[src/rtl/gpio_bank_pkg.sv]
// Shared definitions of the GPIO bank register file.
// Assumes 32 pins per bank and a byte-addressed word bus.
package gpio_bank_pkg;
    localparam int unsigned PINS_PER_BANK = 32;
    localparam int unsigned CTL_BASE      = 32'h100;

    // Register group, taken from address bits [7:5] in the bank area.
    typedef enum logic [2:0] {
        GRP_OUT  = 3'd0,
        GRP_IN   = 3'd1,
        GRP_SET  = 3'd2,
        GRP_CLR  = 3'd3,
        GRP_STAT = 3'd4,
        GRP_MASK = 3'd5,
        GRP_MCLR = 3'd6,
        GRP_NONE = 3'd7
    } reg_grp_e;
endpackage

[src/rtl/gpio_addr_decode.sv]
// Address decoder: splits a byte address into a bank register group and
// bank index, or a per-pin control word index.
// Assumes word-aligned accesses; the two low address bits are ignored.
module gpio_addr_decode
    import gpio_bank_pkg::*;
#(
    parameter int NUM_BANKS = 2,
    parameter int ADDR_W    = 12,
    localparam int NPINS    = NUM_BANKS * PINS_PER_BANK,
    localparam int BANK_W   = (NUM_BANKS > 1) ? $clog2(NUM_BANKS) : 1,
    localparam int PIN_W    = $clog2(NPINS)
) (
    input  logic [ADDR_W-1:0] addr,
    output reg_grp_e          grp,
    output logic [BANK_W-1:0] bank,
    output logic              ctl_hit,
    output logic [PIN_W-1:0]  ctl_pin
);
    localparam logic [ADDR_W-1:0] CTL_BASE_A = ADDR_W'(CTL_BASE);

    logic [ADDR_W-1:0] pin_off;
    logic              unused_lsb;

    assign unused_lsb = ^addr[1:0];
    assign pin_off    = (addr - CTL_BASE_A) >> 2;

    // Purpose: classify the address into bank area or control area.
    always_comb begin
        grp     = GRP_NONE;
        bank    = '0;
        ctl_hit = 1'b0;
        ctl_pin = '0;
        if (addr < CTL_BASE_A) begin
            if ((int'(addr[4:2]) < NUM_BANKS) && (addr[7:5] != 3'd7)) begin
                grp  = reg_grp_e'(addr[7:5]);
                bank = addr[2 +: BANK_W];
            end
        end else begin
            if (int'(pin_off) < NPINS) begin
                ctl_hit = 1'b1;
                ctl_pin = pin_off[PIN_W-1:0];
            end
        end
    end
endmodule

[src/rtl/gpio_in_sync.sv]
// Two-flop synchronizer for the asynchronous pad inputs.
// Assumes each pin is sampled independently; no cross-bit coherence.
module gpio_in_sync #(
    parameter int W = 64
) (
    input  logic         clk,
    input  logic         rst_n,
    input  logic [W-1:0] d,
    output logic [W-1:0] q
);
    logic [W-1:0] stage1;
    logic [1:0]   warm;

    // Purpose: move pad levels through two flops into the clock domain.
    always_ff @(posedge clk) begin
        if (!rst_n) begin
            stage1 <= '0;
            q      <= '0;
        end else begin
            stage1 <= d;
            q      <= stage1;
        end
    end

    // Purpose: count edges since reset so the latency check starts valid.
    always_ff @(posedge clk) begin
        if (!rst_n)             warm <= 2'd0;
        else if (warm != 2'd2)  warm <= warm + 2'd1;
    end

    // output equals the pad level two edges earlier
    a_r9_two_stage: assert property (@(posedge clk) disable iff (!rst_n)
        (warm == 2'd2) |-> (q == $past(d, 2)));
endmodule

[src/rtl/gpio_bank_regs.sv]
// Register state of one 32-pin bank: output latch, pending bits, mask and
// per-pin direction. Write strobes arrive decoded; every write is
// qualified bit by bit with the unlocked vector.
// Assumes at most one write strobe is active per cycle.
module gpio_bank_regs #(
    parameter int PINS = 32
) (
    input  logic            clk,
    input  logic            rst_n,
    input  logic [PINS-1:0] wdata,
    input  logic [PINS-1:0] unl,
    input  logic [PINS-1:0] evt,
    input  logic            we_set,
    input  logic            we_clr,
    input  logic            we_stat,
    input  logic            we_mask,
    input  logic            we_mclr,
    input  logic [PINS-1:0] ctl_we,
    input  logic            ctl_dir,
    output logic [PINS-1:0] out_q,
    output logic [PINS-1:0] dir_q,
    output logic [PINS-1:0] stat_q,
    output logic [PINS-1:0] mask_q,
    output logic            irq
);
    logic [PINS-1:0] wq;

    assign wq = wdata & unl;

    // Purpose: output latch with separate set and clear ports.
    always_ff @(posedge clk) begin
        if (!rst_n) out_q <= '0;
        else        out_q <= (out_q | (we_set ? wq : '0)) & ~(we_clr ? wq : '0);
    end

    // Purpose: pending bits, event pulses win over a clearing write.
    always_ff @(posedge clk) begin
        if (!rst_n) stat_q <= '0;
        else        stat_q <= (stat_q & ~(we_stat ? wq : '0)) | evt;
    end

    // Purpose: interrupt mask with separate mask and unmask ports.
    always_ff @(posedge clk) begin
        if (!rst_n) mask_q <= '1;
        else        mask_q <= (mask_q | (we_mask ? wq : '0)) & ~(we_mclr ? wq : '0);
    end

    // Purpose: combined bank interrupt from unmasked pending bits.
    assign irq = |(stat_q & ~mask_q);

    for (genvar i = 0; i < PINS; i++) begin : g_pin
        // Purpose: direction bit from the pin's control word.
        always_ff @(posedge clk) begin
            if (!rst_n)                   dir_q[i] <= 1'b1;
            else if (ctl_we[i] && unl[i]) dir_q[i] <= ctl_dir;
        end

        // set write raises an unlocked bit
        a_r2_set_high: assert property (@(posedge clk) disable iff (!rst_n)
            (we_set && wdata[i] && unl[i]) |=> out_q[i]);
        // clear write lowers an unlocked bit
        a_r3_clr_low: assert property (@(posedge clk) disable iff (!rst_n)
            (we_clr && wdata[i] && unl[i]) |=> !out_q[i]);
        // an event pulse always leaves the pending bit set
        a_r4_evt_pending: assert property (@(posedge clk) disable iff (!rst_n)
            evt[i] |=> stat_q[i]);
        // mask-clear write unmasks an unlocked bit
        a_r5_unmask: assert property (@(posedge clk) disable iff (!rst_n)
            (we_mclr && wdata[i] && unl[i]) |=> !mask_q[i]);
        // a locked pin keeps latch, mask and direction
        a_r8_locked_hold: assert property (@(posedge clk) disable iff (!rst_n)
            !unl[i] |=> ($stable(out_q[i]) && $stable(mask_q[i]) && $stable(dir_q[i])));
    end
endmodule

[src/rtl/gpio_bank_regfile.sv]
// GPIO bank register file top: decodes the register bus, instantiates one
// register set per bank, synchronises pad inputs and returns read data one
// cycle after the read strobe.
// Assumes bus_wr and bus_rd carry one access per cycle, word aligned.
module gpio_bank_regfile
    import gpio_bank_pkg::*;
#(
    parameter int NUM_BANKS = 2,
    parameter int ADDR_W    = 12,
    localparam int NPINS    = NUM_BANKS * PINS_PER_BANK,
    localparam int BANK_W   = (NUM_BANKS > 1) ? $clog2(NUM_BANKS) : 1,
    localparam int PIN_W    = $clog2(NPINS)
) (
    input  logic                     clk,
    input  logic                     rst_n,
    input  logic                     bus_wr,
    input  logic                     bus_rd,
    input  logic [ADDR_W-1:0]        bus_addr,
    input  logic [PINS_PER_BANK-1:0] bus_wdata,
    output logic [PINS_PER_BANK-1:0] bus_rdata,
    input  logic [NPINS-1:0]         pin_unlocked,
    input  logic [NPINS-1:0]         pin_edge,
    input  logic [NPINS-1:0]         pad_in,
    output logic [NPINS-1:0]         pad_out,
    output logic [NPINS-1:0]         pad_oe,
    output logic [NUM_BANKS-1:0]     bank_irq
);
    reg_grp_e                 grp;
    logic [BANK_W-1:0]        bank;
    logic                     ctl_hit;
    logic [PIN_W-1:0]         ctl_pin;
    logic [NPINS-1:0]         ctl_we_all;
    logic [NPINS-1:0]         dir_all;
    logic [NPINS-1:0]         in_sync;
    logic [PINS_PER_BANK-1:0] out_b  [NUM_BANKS];
    logic [PINS_PER_BANK-1:0] stat_b [NUM_BANKS];
    logic [PINS_PER_BANK-1:0] mask_b [NUM_BANKS];
    logic [PINS_PER_BANK-1:0] in_b   [NUM_BANKS];
    logic [PINS_PER_BANK-1:0] rd_val;

    gpio_addr_decode #(
        .NUM_BANKS (NUM_BANKS),
        .ADDR_W    (ADDR_W)
    ) u_dec (
        .addr    (bus_addr),
        .grp     (grp),
        .bank    (bank),
        .ctl_hit (ctl_hit),
        .ctl_pin (ctl_pin)
    );

    gpio_in_sync #(.W(NPINS)) u_sync (
        .clk   (clk),
        .rst_n (rst_n),
        .d     (pad_in),
        .q     (in_sync)
    );

    // Purpose: one-hot control-word write strobe for the addressed pin.
    always_comb begin
        ctl_we_all = '0;
        if (bus_wr && ctl_hit) ctl_we_all[ctl_pin] = 1'b1;
    end

    for (genvar b = 0; b < NUM_BANKS; b++) begin : g_bank
        logic sel;
        assign sel = (bank == BANK_W'(b));

        gpio_bank_regs #(.PINS(PINS_PER_BANK)) u_regs (
            .clk     (clk),
            .rst_n   (rst_n),
            .wdata   (bus_wdata),
            .unl     (pin_unlocked[b*PINS_PER_BANK +: PINS_PER_BANK]),
            .evt     (pin_edge[b*PINS_PER_BANK +: PINS_PER_BANK]),
            .we_set  (bus_wr && sel && (grp == GRP_SET)),
            .we_clr  (bus_wr && sel && (grp == GRP_CLR)),
            .we_stat (bus_wr && sel && (grp == GRP_STAT)),
            .we_mask (bus_wr && sel && (grp == GRP_MASK)),
            .we_mclr (bus_wr && sel && (grp == GRP_MCLR)),
            .ctl_we  (ctl_we_all[b*PINS_PER_BANK +: PINS_PER_BANK]),
            .ctl_dir (bus_wdata[0]),
            .out_q   (out_b[b]),
            .dir_q   (dir_all[b*PINS_PER_BANK +: PINS_PER_BANK]),
            .stat_q  (stat_b[b]),
            .mask_q  (mask_b[b]),
            .irq     (bank_irq[b])
        );

        assign pad_out[b*PINS_PER_BANK +: PINS_PER_BANK] = out_b[b];
        assign in_b[b] = in_sync[b*PINS_PER_BANK +: PINS_PER_BANK];
    end

    assign pad_oe = ~dir_all;

    // Purpose: select the word returned for the current read address.
    always_comb begin
        rd_val = '0;
        if (ctl_hit) begin
            rd_val = {{(PINS_PER_BANK-1){1'b0}}, dir_all[ctl_pin]};
        end else begin
            case (grp)
                GRP_OUT:  rd_val = out_b[bank];
                GRP_IN:   rd_val = in_b[bank];
                GRP_STAT: rd_val = stat_b[bank];
                GRP_MASK: rd_val = mask_b[bank];
                default:  rd_val = '0;
            endcase
        end
    end

    // Purpose: register read data on the read strobe, hold otherwise.
    always_ff @(posedge clk) begin
        if (!rst_n)      bus_rdata <= '0;
        else if (bus_rd) bus_rdata <= rd_val;
    end

    // pad direction only moves on a bus write
    a_r7_oe_needs_write: assert property (@(posedge clk) disable iff (!rst_n)
        !bus_wr |=> $stable(pad_oe));
    // with no write and no event the bank interrupts hold
    a_r6_irq_quiet: assert property (@(posedge clk) disable iff (!rst_n)
        (!bus_wr && (pin_edge == '0)) |=> $stable(bank_irq));
    // read data changes only after a read strobe
    a_r10_rdata_hold: assert property (@(posedge clk) disable iff (!rst_n)
        !bus_rd |=> $stable(bus_rdata));
endmodule

[config.mk]
export PLATFORM = sky130hd
export DESIGN_NAME = gpio_bank_regfile
export DESIGN_NICKNAME = d
export VERILOG_FILES = /design/src/rtl/gpio_bank_pkg.sv /design/src/rtl/gpio_addr_decode.sv /design/src/rtl/gpio_in_sync.sv /design/src/rtl/gpio_bank_regs.sv /design/src/rtl/gpio_bank_regfile.sv
export SDC_FILE = /design/constraint.sdc
export NUM_CORES = 1
export LEC_CHECK = 0
export BUFFER_PORTS_ARGS = -buffer_cell sky130_fd_sc_hd__buf_2
export CAP_MARGIN = 20
export CORE_MARGIN = 2
export CORE_UTILIZATION = 49
export DETAILED_ROUTE_END_ITERATION = 10
export PLACE_DENSITY = 0.85
export RECOVER_POWER = 25
export SLEW_MARGIN = 20
export SYNTH_ARGS = -nofsm -noshare
export SYNTH_HDL_FRONTEND = slang
export SYNTH_HIERARCHICAL = 1
export SYNTH_SLANG_ARGS = --single-unit
[constraint.sdc]
create_clock -name clk -period 2.65 [get_ports clk]
set_input_delay 0.6625 -clock clk [delete_from_list [all_inputs] [get_ports clk]]
set_output_delay 0.6625 -clock clk [all_outputs]
set_load 0.01 [all_outputs]
# --- Word level (Yosys, flattened, before mapping) ---
# Index checks and enable logic that the tools add are counted.
word_totals:
  reg_bits: 416
  output_inout_bits: 162
  word_cells: 233
classes:
  n_addsub: 1
  order_cmp: 6
  eq_ne: 7
  mux: 37
  bitwise_logic: 27
  reduce_logical: 82
op_table:
  columns: ["cell", "count"]
  rows:
  - ["2-to-1 mux 32 bit", 23]
  - ["bitwise AND 32 bit", 10]
  - ["inverter 32 bit", 8]
  - ["bitwise OR 32 bit", 6]
  - ["case mux 32 bit (4 select lines)", 1]
  - ["logical AND 1 bit", 79]
  - ["2-to-1 mux 64 bit", 1]
  - ["inverter 64 bit", 1]
  - ["OR reduction 32 bit", 2]
  - ["less-than comparator 12 x 9 -> 1 bit, second input constant", 1]
  - ["2-to-1 mux 6 bit", 2]
  - ["subtractor 12 x 9 -> 12 bit, second input constant", 1]
  - ["less-than comparator 10 x 7 -> 1 bit, second input constant", 1]
  - ["equality test 3 bit, second input constant", 3]
  - ["less-than comparator 6 x 7 -> 1 bit, second input constant", 1]
  - ["binary-select mux 1 bit (select 6 bit)", 1]
  - ["demux 1 bit (select 6 bit)", 1]
  - ["equality test 3 x 2 -> 1 bit, second input constant", 2]
  - [">= comparator 6 x 1 -> 1 bit, second input constant", 1]
  - ["2-to-1 mux 1 bit", 6]
  - ["2-to-1 mux 3 bit", 2]
  - ["equality test 3 x 1 -> 1 bit, second input constant", 1]
  - ["logical NOT 3 bit", 1]
  - ["less-than comparator 3 x 2 -> 1 bit, second input constant", 1]
  - ["other kinds (4)", 4]

# --- Longest topological paths before layout ---
depth:
  ltp_word: 11
  mapped_depth: 11

# --- Cells and area by module ---
# Netlist, hierarchy kept.
modules_own_cells:
  columns: ["module", "instances", "cells_per_inst", "area_per_inst_um2", "seq_area_each_um2"]
  rows:
  - ["gpio_bank_regs", 2, 629, 5206.2, 2562.5]
  - ["gpio_bank_regfile", 1, 599, 4455.5, 640.6]
  - ["gpio_in_sync", 1, 270, 3550.9, 2562.5]
  - ["gpio_addr_decode", 1, 14, 112.6, 0.0]

# --- Worst setup path after synthesis ---
# No wires, ideal clock.
synth_path:
  kind: "input-to-reg"
  startpoint: "input bus_addr[8]"
  endpoint: "register g_bank[1].u_regs.stat_q[0]"
  setup_ns: 0.115
  arrival_ns: 2.670
  setup_slack_ns: -0.134
  stages: 10
  cell_sequence: "nor3_1 -> and4_1 -> buf_2 -> buf_2 -> buf_2 -> nand2_1 -> nor2_1 -> buf_6 -> a31oi_1 -> o21a_1"
synth_via:
  elab_chain_cells: 8
  elab_cells_between_ends: 10
  cone_classes: "order compare (1); eq/ne (1); mux (3); bitwise (3); reduce/logical (2)"
synth_rtl:
  columns: ["item", "line_no", "source"]
  rows:
  - ["from (decl)", "gpio_bank_regfile.sv:18", "input logic [ADDR_W-1:0] bus_addr,"]
  - ["less-than comparator 12 x 9 -> 1 bit", "gpio_addr_decode.sv:33", "if (addr < CTL_BASE_A) begin"]
  - ["2-to-1 mux 1 bit", "gpio_addr_decode.sv:33", null]
  - ["net bank", "gpio_bank_regfile.sv:29", "logic [BANK_W-1:0] bank;"]
  - ["logical AND 1 bit (2 in series)", "gpio_bank_regfile.sv:77", ".we_stat (bus_wr && sel && (grp == GRP_STAT)),"]
  - ["2-to-1 mux 32 bit", "gpio_bank_regs.sv:39", "else stat_q <= (stat_q & ~(we_stat ? wq : '0)) | evt;"]
  - ["inverter 32 bit", "gpio_bank_regs.sv:39", null]
  - ["bitwise AND 32 bit", "gpio_bank_regs.sv:39", null]
  - ["bitwise OR 32 bit", "gpio_bank_regs.sv:39", null]
  - ["to (signal assigned)", "gpio_bank_regs.sv:39", null]
  - ["to (decl)", "gpio_bank_regs.sv:22", "output logic [PINS-1:0] stat_q,"]
# The timed path passes the listed nets, and every way through them passes these cells.
# A chain may end at the register's enable or synchronous reset.

# --- Worst setup path in the final report ---
layout_path:
  startpoint: "register g_bank[1].u_regs.stat_q[22]"
  endpoint: "output bank_irq[1]"
layout_via:
  elab_chain_cells: 2
layout_rtl:
  columns: ["item", "line_no", "source"]
  rows:
  - ["bitwise AND 32 bit", "gpio_bank_regs.sv:49", "assign irq = |(stat_q & ~mask_q);"]
  - ["OR reduction 32 bit", "gpio_bank_regs.sv:49", null]
  - ["to (decl)", "gpio_bank_regfile.sv:26", "output logic [NUM_BANKS-1:0] bank_irq"]
# Every way passes these cells.

==> impl_metrics.yaml <==
routing:
  drcViolationCount: 0
  postRouteAntennaNets: 0
  wl_um: 72700
  drtPass1Iterations: 6
  dr.first_iter.drc_count: 1911
  vias: 18700
  via_per_inst: 5.96
  wl_per_cell_um: 23.1
synth:
  ys_seq_area_share_pct: 44.9
  synthFlopType: "dfxtp_1"
  yosysTopAreaCell: "dfxtp_1"
  yosysMostFrequentCell: "dfxtp_1"
  synthTopCellsByCount: "dfxtp_1, nand2_1, nand3_1"
  syn_area_per_cell_um2: 8.66
  synth_area_leaders: "dfxtp_1, mux2i_1, a31oi_1, nand3_1, nand2_1"
  netlist_area_mm2: 0.0185
  synth_cell_type_count: 48
  synth.net_count: 2381
  synth_top_area_share_pct: 44.9
  syn_inst: 2141
  synth_edf_count: 0
  ys_ff_latch: 416
  async_reset_ff_share_pct: 0
  ys_warn_count: 6
sta:
  final_max_slew_viol_count: 83
  fin_crit_ns: 2.67
  final_hold_viol_count: 0
  max_slew_margin_pct: -37.3
  tightest_slew_ns: 2.06
  rsz0062_at_grt: "no"
  finalCritPeriodShare_pct: 101
  max_freq_mhz: 375
  fin_skew_ns: 0.0150
  finalWorstSetupSlack_ns: -0.0180
  setup_violations: 2
global_routing:
  grt_pass1_vias: 17600
  grt_use_total_pct: 35.9
  antenna_found_initial: 19
  grt.overflow.total: 0
  grt_pass1_wl_um: 105000
  grt_max_degree: 97
power_and_ir_drop:
  power_w: 0.0142
  max-vdd-ir-drop_mv: 0.454
  pwr_density_cell_mw_per_mm2: 614
  power_leakage_nw: 10.3
finish:
  final_util_pct: 61.6
  drive_gt1_share_pct: 24.7
  area.growth.synth_to_final_pct: 24.5
  final_nets: 2820
worst_setup_path:
  r2r_cells: 5
  crit_required_ns: 1.99
  crit_chain: "inv_1, o22ai_1, nor4_1, nand4_1, buf_2"
  crit_end: "bank_irq[1]"
  cp.depth: 5
  cpMaxStageDelayCell: "nor4_1"
  path_delay_family: "simple AND/OR/NAND/NOR gates"
  r2r-start: "g_bank[1].u_regs/dir_q[7]$_SDFFE_PN1P_"
  max_stage_delay_ns: 0.36
  cp-end-kind: "output pin"
  critPathKind: "reg2out"
  reg2reg_to: "bus_rdata[0]$_SDFFE_PN0P_"
  worstSetupStartpointType: "register"
  worstPathArrival_ns: 2.01
  regToRegSetupSlack_ns: 0.89
  crit_buf_inv: 2
  crit_start: "g_bank[1].u_regs/stat_q[22]$_SDFF_PN0_"
  crit_path_max_fanout: 2
placement:
  dp_hpwl_um: 54300
  gp_congestion: 1.03
  port_buffers: 399
clock_network:
  cts_setup_buffers: 0
  clkLatencyLatePin_ns: 0.58
  numCtsBuffers: 45
  clockRootBuffer: "clkbuf_16"
  cts_hold_buf: 0
  clockBufferDepth: 3
  htree_levels: 2
  clkTransAtPathRegs_ns: 0.06
  clock_sinks: 416
  tritoncts: "built"
floorplanning:
  ios: 402
  dieWidth_um: 198
  rows: 71
  start_util_pct: 49.4
  dieHeight_um: 198
  core_mm2: 0.0375
  die_area_mm2: 0.0394
worst_hold_path:
  hp-class: "in2reg"
  hold_depth: 2
status:
  outcome: "complete, but fails checks"
  violations: "capacitance limit, slew limit, setup timing"
job:
  drv_cap: 1
==> cells by family after synthesis <==
family / after synthesis / share of synthesized area, %
AND/OR/NAND/NOR: 816 / 22.0
AO/OA/AOI/OAI: 499 / 17.0
flip-flops: 416 / 44.9
buffers and inverters: 260 / 7.41
multiplexers: 150 / 8.66
==> cell type report <==
type | instances | area, um^2
inverter | 128 | 480
fill | 3301 | 14400
clock buffer | 62 | 1310
antenna | 13 | 32.5
sequential | 416 | 8330
multi-input combinational | 1465 | 8880
clock inverter | 20 | 273
tap | 511 | 639
timing repair buffer | 524 | 3130
==> sequential cells by signal (all words and copies together) (netlist names) <==
| register | cells |
|---|---|
| u_sync/stage1 | 64 |
| g_bank.u_regs/stat_q | 64 |
| g_bank.u_regs/dir_q | 64 |
| bus_rdata | 32 |
| g_bank.u_regs/mask_q | 64 |
| u_sync/q | 64 |
| g_bank.u_regs/out_q | 64 |
==> worst reg2reg max path, cell delays in order, from the launching register on <==
cell     delay, ns
dfxtp_1       0.35
mux4_2        0.48
mux2i_1       0.23
o22ai_1       0.12
o41ai_2       0.33
a21oi_1       0.11
==> cell usage in the layout (no fill, tap or decap), types with 75 or more instances in the layout <==
| cell | count |
|---|---|
| a31oi_1 | 192 |
| and2_1 | 75 |
| buf_2 | 382 |
| buf_4 | 107 |
| dfxtp_1 | 413 |
| inv_1 | 122 |
| mux2i_1 | 142 |
| nand2_1 | 207 |
| nand3_1 | 199 |
| nor2_1 | 133 |
| o22ai_1 | 98 |
==> stage by stage <==
step	setup WS (ns)	setup TNS, ns	hold WS [ns]	instance area (um^2)	std cells
2_1_floorplan	-0.00598	-0.00598	0.412	18500	2141
3_3_place_gp	-0.221	-17.94	0.415	21500	3044
3_5_place_dp	-0.227	-20.42	0.417	21500	3044
4_1_cts	0.0597	0	0.271	23100	3126
5_1_grt	0.0104	0	0.280	23100	3137
6_report	-0.0180	-0.0288	0.291	23100	3139
==> routing by layer <==
layer,track usage (%),routed length [um],vias up
met5,0,81,-
met4,22.9,5060,12
met3,7.02,7050,243
met2,58.0,33200,1127
met1,43.9,27300,8862
li1,-,-,8451
==> how the worst min path moves through the flow <==
stage	startpoint	endpoint	slack (ns)
5_1_grt	pad_in[10]	u_sync/stage1[10]$_SDFF_PN0_	0.28
3_5_place_dp	u_sync/stage1[38]$_SDFF_PN0_	u_sync/q[38]$_SDFF_PN0_	0.42
2_1_floorplan	u_sync/stage1[0]$_SDFF_PN0_	u_sync/q[0]$_SDFF_PN0_	0.41
3_3_place_gp	u_sync/stage1[7]$_SDFF_PN0_	u_sync/q[7]$_SDFF_PN0_	0.42
4_1_cts	pad_in[10]	u_sync/stage1[10]$_SDFF_PN0_	0.27
6_report	pad_in[9]	u_sync/stage1[9]$_SDFF_PN0_	0.29
==> what timing repair did <==
item	CTS	global route
gates resized for setup	1	11
endpoints found under the setup margin	1	2
pin swaps	0	5
==> where the power goes <==
group | total (W) | switching (W) | internal, W
Combinational | 0.000973 | 0.000620 | 0.000353
Clock | 0.00673 | 0.00267 | 0.00405
Sequential | 0.00648 | 0.0000610 | 0.00642
Total | 0.0142 | 0.00335 | 0.0108
Note: power is estimated with default switching activity, not from simulation.
